--- src/rtl/pfb_pkg.sv ---
package pfb_pkg;

    typedef enum logic [2:0] {
        ST_IDLE   = 3'd0,
        ST_MIN    = 3'd1,
        ST_PHASE  = 3'd2,
        ST_COMMIT = 3'd3,
        ST_RESP   = 3'd4
    } pfb_state_e;

    typedef enum logic {
        OP_ADD = 1'b0,
        OP_SUB = 1'b1
    } pfb_op_e;

    // Budget test shared by the early and the final check.
    function automatic logic fits(input int unsigned load,
                                  input int unsigned cost,
                                  input int unsigned limit);
        return (load + cost) <= limit;
    endfunction

endpackage

--- src/rtl/pfb_frame_bank.sv ---
module pfb_frame_bank
    import pfb_pkg::*;
#(
    parameter int FR_LG  = 5,
    parameter int LOAD_W = 11,
    parameter int LIMIT  = 1293
) (
    input  logic              clk,
    input  logic              rst,
    input  logic [FR_LG-1:0]  scan_idx,
    output logic [LOAD_W-1:0] scan_load,
    input  logic              we,
    input  pfb_op_e           op,
    input  logic [LOAD_W-1:0] amount,
    input  logic [FR_LG-1:0]  peek_idx,
    output logic [LOAD_W-1:0] peek_load
);
    localparam int NF = 1 << FR_LG;

    logic [LOAD_W-1:0] load_q [NF];
    logic [LOAD_W:0]   sum;
    logic [LOAD_W-1:0] upd;

    assign scan_load = load_q[scan_idx];
    assign peek_load = load_q[peek_idx];

    always_comb begin
        sum = {1'b0, scan_load} + {1'b0, amount};
        if (op == OP_ADD)
            upd = sum[LOAD_W-1:0];
        else if (scan_load > amount)
            upd = scan_load - amount;
        else
            upd = '0;
    end

    always_ff @(posedge clk) begin
        if (rst) begin
            for (int i = 0; i < NF; i++) load_q[i] <= '0;
        end else if (we) begin
            load_q[scan_idx] <= upd;
        end
    end


    commit_cap_chk: assert property (@(posedge clk) disable iff (rst)
        (we && op == OP_ADD) |-> (sum <= LIMIT));

endmodule

--- src/rtl/pfb_phase_scan.sv ---
module pfb_phase_scan #(
    parameter int FR_LG  = 5,
    parameter int LOAD_W = 11
) (
    input  logic              clk,
    input  logic              rst,
    input  logic              min_en,
    input  logic              first,
    input  logic              grp_en,
    input  logic              grp_first,
    input  logic              grp_last,
    input  logic [FR_LG-1:0]  grp_phase,
    input  logic [LOAD_W-1:0] load_in,
    output logic [LOAD_W-1:0] min_nxt,
    output logic [LOAD_W-1:0] best_max_nxt,
    output logic [FR_LG-1:0]  best_phase_nxt
);
    logic [LOAD_W-1:0] min_q, gmax_q, best_max_q, gmax_nxt;
    logic [FR_LG-1:0]  best_phase_q;

    always_comb begin
        min_nxt  = (first || load_in < min_q) ? load_in : min_q;
        gmax_nxt = (grp_first || load_in > gmax_q) ? load_in : gmax_q;
        best_max_nxt   = best_max_q;
        best_phase_nxt = best_phase_q;
        // Strict comparison keeps the lower phase on equal scores.
        if (grp_last && (grp_phase == '0 || gmax_nxt < best_max_q)) begin
            best_max_nxt   = gmax_nxt;
            best_phase_nxt = grp_phase;
        end
    end

    always_ff @(posedge clk) begin
        if (rst) begin
            min_q        <= '0;
            gmax_q       <= '0;
            best_max_q   <= '0;
            best_phase_q <= '0;
        end else begin
            if (min_en) min_q <= min_nxt;
            if (grp_en) begin
                gmax_q       <= gmax_nxt;
                best_max_q   <= best_max_nxt;
                best_phase_q <= best_phase_nxt;
            end
        end
    end

endmodule

--- src/rtl/pfb_ctrl.sv ---
module pfb_ctrl
    import pfb_pkg::*;
#(
    parameter int FR_LG   = 5,
    parameter int LOAD_W  = 11,
    parameter int LIMIT   = 1293,
    parameter int ILOG_W  = 3
) (
    input  logic              clk,
    input  logic              rst,
    input  logic              req_valid,
    input  logic              req_release,
    input  logic [LOAD_W-1:0] req_cost,
    input  logic [ILOG_W-1:0] req_ilog,
    input  logic [FR_LG-1:0]  req_phase,
    input  logic [LOAD_W-1:0] min_nxt,
    input  logic [LOAD_W-1:0] best_max_nxt,
    input  logic [FR_LG-1:0]  best_phase_nxt,
    output logic [FR_LG-1:0]  scan_idx,
    output logic              we,
    output pfb_op_e           op,
    output logic [LOAD_W-1:0] amount,
    output logic              min_en,
    output logic              first,
    output logic              grp_en,
    output logic              grp_first,
    output logic              grp_last,
    output logic [FR_LG-1:0]  grp_phase,
    output logic              busy,
    output logic              done,
    output logic              err,
    output logic [FR_LG-1:0]  rsp_phase
);
    pfb_state_e        state_q;
    logic [FR_LG-1:0]  cnt_q, phase_q, kmask, kpos;
    logic [LOAD_W-1:0] cost_q;
    logic [ILOG_W-1:0] ilog_q;
    logic              release_q, err_q;
    int unsigned       glg;

    // Slots per phase group is 2^glg; kpos is the position within a group.
    always_comb begin
        glg       = (int'(ilog_q) <= FR_LG) ? FR_LG - int'(ilog_q) : 0;
        kmask     = FR_LG'((32'd1 << glg) - 32'd1);
        kpos      = cnt_q & kmask;
        grp_phase = FR_LG'(cnt_q >> glg);
        min_en    = (state_q == ST_MIN);
        grp_en    = (state_q == ST_PHASE);
        we        = (state_q == ST_COMMIT);
        first     = min_en && (cnt_q == '0);
        grp_first = grp_en && (kpos == '0);
        grp_last  = grp_en && (kpos == kmask);
        op        = release_q ? OP_SUB : OP_ADD;
        amount    = cost_q;
        case (state_q)
            ST_PHASE:  scan_idx = grp_phase + FR_LG'(kpos << ilog_q);
            ST_COMMIT: scan_idx = phase_q + FR_LG'(cnt_q << ilog_q);
            default:   scan_idx = cnt_q;
        endcase
    end

    always_ff @(posedge clk) begin
        if (rst) begin
            state_q   <= ST_IDLE;
            cnt_q     <= '0;
            cost_q    <= '0;
            ilog_q    <= '0;
            phase_q   <= '0;
            release_q <= 1'b0;
            err_q     <= 1'b0;
        end else begin
            case (state_q)
                ST_IDLE: if (req_valid) begin
                    cost_q    <= req_cost;
                    ilog_q    <= req_ilog;
                    release_q <= req_release;
                    cnt_q     <= '0;
                    err_q     <= 1'b0;
                    phase_q   <= '0;
                    if (int'(req_ilog) > FR_LG) begin
                        err_q   <= 1'b1;
                        state_q <= ST_RESP;
                    end else if (req_release) begin
                        phase_q <= req_phase & FR_LG'((32'd1 << req_ilog) - 32'd1);
                        state_q <= ST_COMMIT;
                    end else begin
                        state_q <= ST_MIN;
                    end
                end
                ST_MIN: begin
                    cnt_q <= cnt_q + 1'b1;
                    if (cnt_q == '1) begin
                        if (!fits(32'(min_nxt), 32'(cost_q), LIMIT)) begin
                            err_q   <= 1'b1;
                            state_q <= ST_RESP;
                        end else begin
                            state_q <= ST_PHASE;
                        end
                    end
                end
                ST_PHASE: begin
                    cnt_q <= cnt_q + 1'b1;
                    if (cnt_q == '1) begin
                        if (!fits(32'(best_max_nxt), 32'(cost_q), LIMIT)) begin
                            err_q   <= 1'b1;
                            state_q <= ST_RESP;
                        end else begin
                            phase_q <= best_phase_nxt;
                            state_q <= ST_COMMIT;
                        end
                    end
                end
                ST_COMMIT: begin
                    cnt_q <= cnt_q + 1'b1;
                    if (cnt_q == kmask) begin
                        cnt_q   <= '0;
                        state_q <= ST_RESP;
                    end
                end
                ST_RESP: state_q <= ST_IDLE;
                default: state_q <= ST_IDLE;
            endcase
        end
    end

    assign busy      = (state_q != ST_IDLE);
    assign done      = (state_q == ST_RESP);
    assign err       = done && err_q;
    assign rsp_phase = phase_q;


    done_pulse_chk: assert property (@(posedge clk) disable iff (rst)
        done |=> !done);


    busy_hold_chk: assert property (@(posedge clk) disable iff (rst)
        (busy && !done) |=> busy);


    commit_ilog_chk: assert property (@(posedge clk) disable iff (rst)
        we |-> (int'(ilog_q) <= FR_LG));

endmodule

--- src/rtl/pfb_alloc.sv ---
module pfb_alloc
    import pfb_pkg::*;
#(
    parameter int FR_LG  = 5,
    parameter int LOAD_W = 11,
    parameter int LIMIT  = 1293,
    parameter int ILOG_W = $clog2(FR_LG + 2)
) (
    input  logic              clk,
    input  logic              rst,
    input  logic              req_valid,
    input  logic              req_release,
    input  logic [LOAD_W-1:0] req_cost,
    input  logic [ILOG_W-1:0] req_ilog,
    input  logic [FR_LG-1:0]  req_phase,
    output logic              busy,
    output logic              done,
    output logic              err,
    output logic [FR_LG-1:0]  rsp_phase,
    input  logic [FR_LG-1:0]  frame_idx,
    output logic [LOAD_W-1:0] frame_load
);
    logic [FR_LG-1:0]  scan_idx, grp_phase, best_phase_nxt;
    logic [LOAD_W-1:0] scan_load, amount, min_nxt, best_max_nxt;
    logic              we, min_en, first, grp_en, grp_first, grp_last;
    pfb_op_e           op;

    pfb_ctrl #(.FR_LG(FR_LG), .LOAD_W(LOAD_W), .LIMIT(LIMIT), .ILOG_W(ILOG_W)) ctrl_i (
        .clk(clk), .rst(rst),
        .req_valid(req_valid), .req_release(req_release), .req_cost(req_cost),
        .req_ilog(req_ilog), .req_phase(req_phase),
        .min_nxt(min_nxt), .best_max_nxt(best_max_nxt), .best_phase_nxt(best_phase_nxt),
        .scan_idx(scan_idx), .we(we), .op(op), .amount(amount),
        .min_en(min_en), .first(first), .grp_en(grp_en), .grp_first(grp_first),
        .grp_last(grp_last), .grp_phase(grp_phase),
        .busy(busy), .done(done), .err(err), .rsp_phase(rsp_phase)
    );

    pfb_phase_scan #(.FR_LG(FR_LG), .LOAD_W(LOAD_W)) scan_i (
        .clk(clk), .rst(rst),
        .min_en(min_en), .first(first), .grp_en(grp_en), .grp_first(grp_first),
        .grp_last(grp_last), .grp_phase(grp_phase), .load_in(scan_load),
        .min_nxt(min_nxt), .best_max_nxt(best_max_nxt), .best_phase_nxt(best_phase_nxt)
    );

    pfb_frame_bank #(.FR_LG(FR_LG), .LOAD_W(LOAD_W), .LIMIT(LIMIT)) bank_i (
        .clk(clk), .rst(rst),
        .scan_idx(scan_idx), .scan_load(scan_load),
        .we(we), .op(op), .amount(amount),
        .peek_idx(frame_idx), .peek_load(frame_load)
    );


    frame_cap_chk: assert property (@(posedge clk) disable iff (rst)
        frame_load <= LIMIT);

endmodule

--- config.mk ---
export PLATFORM = sky130hd
export DESIGN_NAME = pfb_alloc
export DESIGN_NICKNAME = d
export VERILOG_FILES = /design/src/rtl/pfb_pkg.sv /design/src/rtl/pfb_frame_bank.sv /design/src/rtl/pfb_phase_scan.sv /design/src/rtl/pfb_ctrl.sv /design/src/rtl/pfb_alloc.sv
export SDC_FILE = /design/constraint.sdc
export NUM_CORES = 1
export LEC_CHECK = 0
export BUFFER_PORTS_ARGS = -buffer_cell sky130_fd_sc_hd__buf_2
export CAP_MARGIN = 10
export CORE_ASPECT_RATIO = 1.5
export CORE_MARGIN = 4
export CORE_UTILIZATION = 37
export CTS_BUF_LIST = sky130_fd_sc_hd__clkbuf_4 sky130_fd_sc_hd__clkbuf_8 sky130_fd_sc_hd__clkbuf_16
export DETAILED_ROUTE_END_ITERATION = 7
export GPL_TIMING_DRIVEN = 0
export MAX_ROUTING_LAYER = met4
export SYNTH_ARGS = -nofsm -noshare
export SYNTH_HDL_FRONTEND = slang
export SYNTH_SLANG_ARGS = --single-unit
--- constraint.sdc ---
create_clock -name clk -period 12.85 [get_ports clk]
set_clock_uncertainty 0.1 [all_clocks]
set_input_delay 0.6425 -clock clk [delete_from_list [all_inputs] [get_ports clk]]
set_output_delay 0.6425 -clock clk [all_outputs]
set_load 0.05 [all_outputs]
==> impl_results.rst, run 1 <==
.. list-table::
   :header-rows: 1

   * - Metric
     - Value
   * - Proportion of netlist area held by the largest area contributor
     - 40.6%
   * - RSZ-0062 raised after global routing
     - false
   * - Number of antenna violations at the first check in global routing
     - 1
   * - Die footprint
     - 74700 um2
   * - TritonCTS clock tree
     - built
   * - Avg Vias per Cell
     - 5.90
   * - Total of warnings raised by yosys
     - 0
   * - Fmax achieved
     - 0.0805 GHz
   * - Outcome
     - finished, final reports clean
   * - Mapped Avg Cell Area
     - 11.0 um2
   * - Transition time at the pin with the least slew margin
     - 1.29 ns
   * - Post-synthesis cell type with the largest combined area
     - sky130_fd_sc_hd__edfxtp_1
   * - Final critical-path share of the clock period
     - 96.7%
   * - Leakage power total
     - 11.8 nW
   * - Maximum level of the CTS H-tree
     - 2
   * - Max capacitance violation total
     - 0
   * - Max-slew headroom at the worst pin
     - 13.1%
   * - Worst-Skew Late Latency
     - 0.61 ns
   * - HPWL after DPL
     - 72900 um
   * - WL met3
     - 5390 um
   * - TritonCTS buffer count
     - 44
   * - M1 wire length
     - 32100 um
   * - I/O pin count
     - 47
   * - DIE WIDTH
     - 224 um
   * - Count leader, synth
     - sky130_fd_sc_hd__nor2_1
   * - Total DRC errors in the routed layout
     - 0
   * - Power Dens Cells
     - 232 nW/um2
   * - Via count of the routed design
     - 20035
   * - Worst min-delay path class
     - input pin to flop
   * - First-pass GRT wire length
     - 135000 um
   * - Top routing layer in use
     - met4
   * - Number of nets with antenna violations after routing
     - 0
   * - Final critical path time including I/O delays and setup
     - 12.43 ns
   * - PortBufs
     - 41
   * - Synthesized flop and latch total
     - 419
   * - Clock-pin slew on the worst setup and hold paths
     - 0.07 ns
   * - Most common cell type on the critical path
     - sky130_fd_sc_hd__ha_1
   * - Overflow left after global routing
     - 0
   * - Number of global-route vias before repair
     - 20335
   * - All-layer global routing usage
     - 25.3%
   * - Cell Area, Placed
     - 27400 um2
   * - Net count reported at finish
     - 2587
   * - Maximum net fanout on the critical path
     - 12
   * - Total of endpoints with negative setup slack in the final report
     - 0
   * - Fraction of final layout cells with drive strength greater than 1
     - 14.9%
   * - Core Util, Final
     - 42.1%
   * - Area of the core
     - 69400 um2
   * - Path type of the worst setup path
     - flop to flop
   * - Maximum number of pins on one net before global-route repair
     - 15
   * - RD Place Congestion
     - 0.981
   * - Worst path max stage delay
     - 0.58 ns
   * - Max Buffers Root-to-Sink
     - 3
   * - Routed length per placed instance
     - 27.9 um
   * - Final slew viol count
     - 0
   * - Detailed Route Iter0 Violations
     - 2054
   * - Category of the worst setup path launch point
     - flop
   * - Total of fill cells in the finished design
     - 6699
   * - Cell area after technology mapping
     - 26000 um2
   * - Worst-case hold slack
     - 0.204 ns
   * - Async SR Flop Fraction
     - 0%
   * - Row cnt
     - 118
   * - Clock tree root buffer cell
     - sky130_fd_sc_hd__clkbuf_16
   * - Cell types with the largest area share after synthesis
     - sky130_fd_sc_hd__edfxtp_1, sky130_fd_sc_hd__mux2i_1, sky130_fd_sc_hd__mux4_2
   * - Commonest register cell after synthesis
     - sky130_fd_sc_hd__edfxtp_1
   * - TritonRoute pass-1 iters
     - 6
   * - Post-layout total power
     - 6.76 mW
   * - Gate count of the mapped netlist
     - 2357
   * - WL met2
     - 50200 um
   * - Worst EP required
     - 13.23 ns
   * - Post-layout instance area
     - 29200 um2
   * - Capturing element type of the critical path
     - flop
   * - Die Span Y
     - 333 um
   * - Endpoints failing hold
     - 0
   * - Worst EP arrival
     - 12.81 ns
   * - Seq/Total Area, Yosys
     - 45.8%
   * - Commonest cells in the synthesized netlist
     - sky130_fd_sc_hd__nor2_1, sky130_fd_sc_hd__edfxtp_1, sky130_fd_sc_hd__mux2i_1
   * - Slowest CP cell
     - sky130_fd_sc_hd__or4_4
   * - Count of cell types in the netlist
     - 80
   * - CTS sink count
     - 419
   * - Final wirelength
     - 94500 um
   * - Number of flops mapped to enable cells by yosys
     - 352
   * - Synthesized Nets
     - 2488
   * - Initial Utilization
     - 37.5%
   * - Syn-to-layout area delta
     - 12.3%
   * - Peak VDD IR
     - 116 uV
## flip-flops by register name, indices dropped and copies added (netlist names)
signal / cells
ctrl_i.cnt_q: 5
ctrl_i.amount: 11
ctrl_i.err_q: 1
ctrl_i.ilog_q: 3
scan_i.min_q: 11
ctrl_i.rsp_phase: 5
ctrl_i.state_q: 3
ctrl_i.release_q: 1
scan_i.best_max_q: 11
scan_i.gmax_q: 11
scan_i.best_phase_q: 5
bank_i.load_q: 352
## repair_timing
| action | 4_1_cts | 5_1_grt |
|---|---|---|
| endpoints found under the setup margin | 9 | 9 |
| gates resized for setup | 44 | 24 |
| hold buffers | 0 | 0 |
| pin swaps | 0 | 2 |
| setup buffers | 0 | 9 |
## logic make-up (layout without fill, tap and decap cells)
group | Yosys count | count (layout) | share of synthesized area [%]
other | 0 | 1 | 0
AO/OA/AOI/OAI | 323 | 323 | 8.30
flip-flops | 419 | 419 | 45.8
AND/OR/NAND/NOR | 756 | 756 | 12.5
buffers and inverters | 277 | 412 | 4.28
multiplexers | 459 | 459 | 23.2
XOR/XNOR | 20 | 20 | 0.779
adder cells (fa/ha/maj) | 103 | 103 | 5.13
## layout by cell type, fill, tap and decap left out, types with 8 or more instances in the layout
| cell | instances |
|---|---|
| sky130_fd_sc_hd__buf_1 | 10 |
| sky130_fd_sc_hd__edfxtp_1 | 352 |
| sky130_fd_sc_hd__a31oi_1 | 12 |
| sky130_fd_sc_hd__a21oi_1 | 103 |
| sky130_fd_sc_hd__o21a_1 | 14 |
| sky130_fd_sc_hd__nand4_1 | 12 |
| sky130_fd_sc_hd__a211oi_1 | 29 |
| sky130_fd_sc_hd__and3_1 | 20 |
| sky130_fd_sc_hd__clkbuf_16 | 45 |
| sky130_fd_sc_hd__o211ai_1 | 16 |
| sky130_fd_sc_hd__clkinv_2 | 10 |
| sky130_fd_sc_hd__buf_4 | 16 |
| sky130_fd_sc_hd__mux2_2 | 28 |
| sky130_fd_sc_hd__clkbuf_4 | 15 |
| sky130_fd_sc_hd__xor2_1 | 8 |
| sky130_fd_sc_hd__or3_1 | 8 |
| sky130_fd_sc_hd__xnor2_1 | 10 |
| sky130_fd_sc_hd__mux4_2 | 112 |
| sky130_fd_sc_hd__mux2i_1 | 298 |
| sky130_fd_sc_hd__nor3_1 | 24 |
| sky130_fd_sc_hd__nor2_1 | 442 |
| sky130_fd_sc_hd__clkbuf_1 | 119 |
| sky130_fd_sc_hd__dfxtp_1 | 66 |
| sky130_fd_sc_hd__a311oi_1 | 14 |
| sky130_fd_sc_hd__a22oi_1 | 10 |
| sky130_fd_sc_hd__ha_1 | 97 |
| sky130_fd_sc_hd__mux2i_4 | 12 |
| sky130_fd_sc_hd__o21ai_0 | 39 |
| sky130_fd_sc_hd__nand2_1 | 144 |
| sky130_fd_sc_hd__and2_1 | 26 |
| sky130_fd_sc_hd__a21o_1 | 21 |
| sky130_fd_sc_hd__nand2b_1 | 9 |
| sky130_fd_sc_hd__buf_2 | 72 |
| sky130_fd_sc_hd__nor2b_1 | 19 |
| sky130_fd_sc_hd__nand3_1 | 19 |
| sky130_fd_sc_hd__inv_1 | 96 |
## power breakdown
part | total [mW] | internal (mW) | switching [mW] | leakage, nW
Combinational | 3.82 | 1.27 | 2.56 | 6.91
Clock | 1.30 | 0.727 | 0.576 | 0.716
Sequential | 1.63 | 1.56 | 0.0756 | 4.18
Total | 6.76 | 3.55 | 3.21 | 11.8
## per-stage QoR
step	instances	worst slack (ns)	TNS, ns
floorplan	2357	2.15	0
global placement	3298	-1.47	-10.76
detailed placement	3299	-1.53	-11.37
CTS	3380	0.0246	0
global route	3393	0.00877	0
finish	3393	0.421	0
## per-layer routing
metal	global-route usage (%)	vias to the layer above
met5	-	-
met4	15.1	0
met3	3.59	285
met2	45.9	807
met1	25.6	10081
li1	-	8862
## cell type report
type	count	area [um2]	share of cell area [%]
clock buffer	58	1240	4.25
antenna	1	2.50	0.00857
multi-input combinational	1661	13200	45.2
buffer	180	791	2.71
sequential	419	11900	40.8
inverter	96	360	1.23
tap	900	1130	3.86
timing repair buffer	54	370	1.27
clock inverter	24	193	0.660
## path summary, 6_finish.rpt
path	from	to	slack, ns	cells after the start
min reg2reg	scan_i.best_phase_q[4]	scan_i.best_phase_q[4]	0.36	2
max	ctrl_i.cnt_q[1]	ctrl_i.rsp_phase[4]	0.42	45
max reg2reg	ctrl_i.cnt_q[1]	ctrl_i.rsp_phase[4]	0.42	45
min	req_cost[2]	ctrl_i.amount[2]	0.20	3
## worst max-delay path: cells and delay by family (launching register included)
kind	cells	cell delay (ns)
flip-flops	1	0.47
multiplexers	8	2.34
AND/OR/NAND/NOR	7	2.07
adder cells (fa/ha/maj)	4	1.20
AO/OA/AOI/OAI	19	4.05
buffers and inverters	7	2.01
No activity file was read; power rests on OpenSTA's default activity.
==> run 2: changes to the inputs <==
--- a/config.mk
+++ b/config.mk
@@ -14,6 +14,7 @@
 export DETAILED_ROUTE_END_ITERATION = 7
 export GPL_TIMING_DRIVEN = 0
 export MAX_ROUTING_LAYER = met4
+export RECOVER_POWER = 100
 export SYNTH_ARGS = -nofsm -noshare
 export SYNTH_HDL_FRONTEND = slang
 export SYNTH_SLANG_ARGS = --single-unit
==> run 2 against run 1 <==
Combinational power barely moved. Global-route usage did not move. Register-to-register slack barely moved. Core utilization barely moved. Final cell count did not move. Sequential cell count did not move. Clock power barely moved. Critical path depth did not move. Via count barely moved. Die area did not move. Largest power group unchanged. Highest routed layer unchanged.
==> impl_results.rst, run 2 (synthesis results as in run 1) <==
.. list-table::
   :header-rows: 1

   * - Metric
     - Value
   * - Outcome
     - finished, final reports clean
   * - DP Worst Slack
     - -1.53 ns (unchanged)
   * - First-pass GRT wire length
     - 135000 um (unchanged)
   * - CP startpoint
     - ctrl_i.cnt_q[1]
   * - Final wirelength
     - 94600 um (about the same)
   * - Area of the core
     - 69400 um2 (unchanged)
   * - Power Dens Cells
     - 232 nW/um2 (about the same)
   * - I/O pin count
     - 47 (unchanged)
   * - Most frequent cells in the layout
     - sky130_fd_sc_hd__nor2_1, sky130_fd_sc_hd__edfxtp_1, sky130_fd_sc_hd__mux2i_1
   * - Most common cell type on the critical path
     - sky130_fd_sc_hd__ha_1
   * - Row cnt
     - 118 (unchanged)
   * - Fmax achieved
     - 0.0805 GHz (about the same)
   * - Routed length per placed instance
     - 27.9 um (about the same)
   * - Max-slew headroom at the worst pin
     - 12.3% (-0.77 points)
   * - Avg Vias per Cell
     - 5.91 (about the same)
   * - Worst R2R End
     - ctrl_i.rsp_phase[4]
   * - Max reg flops
     - 352 (unchanged)
   * - CTS sink count
     - 419 (unchanged)
   * - Max capacitance violation total
     - 0 (unchanged)
   * - Category of the worst setup path launch point
     - flop
   * - Leakage power total
     - 11.7 nW (-0.56%)
   * - Clock tree root buffer cell
     - sky130_fd_sc_hd__clkbuf_16
   * - Net count reported at finish
     - 2587 (unchanged)
   * - Largest Register
     - bank_i.load_q
   * - Commonest non-fill, non-tap cell in the layout
     - sky130_fd_sc_hd__nor2_1
   * - Endpoints failing hold
     - 0 (unchanged)
   * - Hold-fix buffer count after cts
     - 0 (unchanged)
   * - Path type of the worst setup path
     - flop to flop
   * - Worst path max stage delay
     - 0.58 ns (about the same)
   * - Die Span Y
     - 333 um (unchanged)
   * - Worst-Skew Late Latency
     - 0.61 ns (about the same)
   * - Maximum level of the CTS H-tree
     - 2 (unchanged)
   * - DIE WIDTH
     - 224 um (unchanged)
   * - Final critical path time including I/O delays and setup
     - 12.42 ns (-0.0104 ns)
   * - Die footprint
     - 74700 um2 (unchanged)
   * - HPWL after DPL
     - 72900 um (unchanged)
   * - PortBufs
     - 41 (unchanged)
   * - Total of endpoints with negative setup slack in the final report
     - 0 (unchanged)
   * - Maximum net fanout on the critical path
     - 12 (unchanged)
   * - Detailed Route Iter0 Violations
     - 1891 (-7.9%)
   * - Max Buffers Root-to-Sink
     - 3 (unchanged)
   * - Number of nets with antenna violations after routing
     - 0 (unchanged)
   * - Initial Utilization
     - 37.5% (unchanged)
   * - Final slew viol count
     - 0 (unchanged)
   * - Transition time at the pin with the least slew margin
     - 1.31 ns (+0.0115 ns)
   * - Core Util, Final
     - 42.0% (about the same)
   * - TritonCTS clock tree
     - built
   * - Syn-to-layout area delta
     - 12.2% (about the same)
   * - Overflow left after global routing
     - 0 (unchanged)
   * - Number of antenna violations at the first check in global routing
     - 1 (unchanged)
   * - Fraction of final layout cells with drive strength greater than 1
     - 14.2% (-0.76 points)
   * - Critical Path Stages
     - 45 (unchanged)
   * - Peak VDD IR
     - 116 uV (-0.24%)
   * - Worst min-delay path class
     - input pin to flop
   * - TritonRoute pass-1 iters
     - 6 (unchanged)
   * - Minimum setup slack in the final design
     - 0.431 ns (+0.0104 ns)
   * - Buffers & Inverters on Critical Path
     - 7 (unchanged)
   * - RSZ-0062 raised after global routing
     - false
   * - RD Place Congestion
     - 0.981 (unchanged)
   * - Number of global-route vias before repair
     - 20335 (unchanged)
   * - Clock-pin slew on the worst setup and hold paths
     - 0.07 ns (about the same)
   * - Origin of the critical flop-to-flop path
     - ctrl_i.cnt_q[1]
   * - Worst EP arrival
     - 12.80 ns (about the same)
   * - Total DRC errors in the routed layout
     - 0 (unchanged)
   * - Worst EP required
     - 13.23 ns (about the same)
   * - Via count of the routed design
     - 20036 (+0.0050%)
   * - Worst Reg-to-Reg Cells
     - 45 (unchanged)
   * - TritonCTS buffer count
     - 44 (unchanged)
   * - CP top delay family
     - compound AO/OA/AOI/OAI gates
   * - All-layer global routing usage
     - 25.3% (unchanged)
   * - Final critical-path share of the clock period
     - 96.6% (about the same)
   * - Capturing element type of the critical path
     - flop
   * - Destination of the critical timing path
     - ctrl_i.rsp_phase[4]
   * - Maximum number of pins on one net before global-route repair
     - 15 (unchanged)
   * - Slowest CP cell
     - sky130_fd_sc_hd__or4_4
   * - FF-to-FF setup slack
     - 0.43 ns (about the same)
## run 2: worst min-delay path by stage
stage	startpoint	endpoint	slack, ns	cells after the start
final	req_cost[2]	ctrl_i.amount[2]	0.20	3
after CTS	req_cost[3]	ctrl_i.amount[3]	0.17	3
after floorplan	ctrl_i.err_q	ctrl_i.err_q	0.33	2
after global routing	req_cost[2]	ctrl_i.amount[2]	0.19	3
after detailed placement	scan_i.best_phase_q[4]	scan_i.best_phase_q[4]	0.35	2
after global placement	scan_i.best_phase_q[4]	scan_i.best_phase_q[4]	0.34	2
## run 2: through the flow
| stage | setup TNS, ns | hold slack, ns | instance area [um2] | instances | power [mW] |
|---|---|---|---|---|---|
| final | 0 | 0.203 | 29200 | 3393 | 6.75 |
| after floorplan | 0 | 0.335 | 26000 | 2357 | 4.09 |
| after CTS | 0 | 0.172 | 29000 | 3380 | 6.69 |
| after global placement | -10.76 | 0.344 | 27300 | 3298 | 5.27 |
| after global routing | 0 | 0.190 | 29200 | 3393 | 7.09 |
| after detailed placement | -11.37 | 0.350 | 27400 | 3299 | 5.33 |
## run 2: area by class of cell
type                            instances  area (um2)
Timing Repair Buffer                   54         350
Sequential cell                       419       11900
Fill cell                            6709       40200
Multi-Input combinational cell       1661       13200
Clock buffer                           58        1240
Buffer                                180         788
Clock inverter                         24         193
Tap cell                              900        1130
Antenna cell                            1        2.50
Inverter                               96         360
## run 2: layer usage
layer / share of wire [%] / track usage, % / routed length (um) / vias up
li1: - / - / - / 8861
met5: 0 / - / 0 / -
met4: 7.4 / 15.1 / 7040 / 0
met3: 5.7 / 3.59 / 5420 / 301
met2: 53 / 45.9 / 50000 / 867
met1: 34 / 25.6 / 32100 / 10007
## run 2: timing repair
| item | CTS | global route |
|---|---|---|
| hold endpoints to repair | 0 | 0 |
| gates resized for setup | 44 | 24 |
| pin swaps | 0 | 2 |
| setup endpoints to repair | 9 | 9 |
| buffers inserted | 0 | 9 |
## run 2: report_power, final
group,internal [mW],switching (mW),total [mW],leakage [nW]
Sequential,1.56,0.0758,1.63,4.18
Clock,0.727,0.574,1.30,0.716
Combinational,1.26,2.56,3.82,6.84
Total,3.55,3.21,6.75,11.7
## run 2: worst register-to-register path, delay by kind of cell (launching register included)
kind                     cells  cell delay [ns]
buffers and inverters        7             2.03
adder cells (fa/ha/maj)      4             1.20
multiplexers                 8             2.34
flip-flops                   1             0.47
AND/OR/NAND/NOR              7             2.08
AO/OA/AOI/OAI               19             4.09
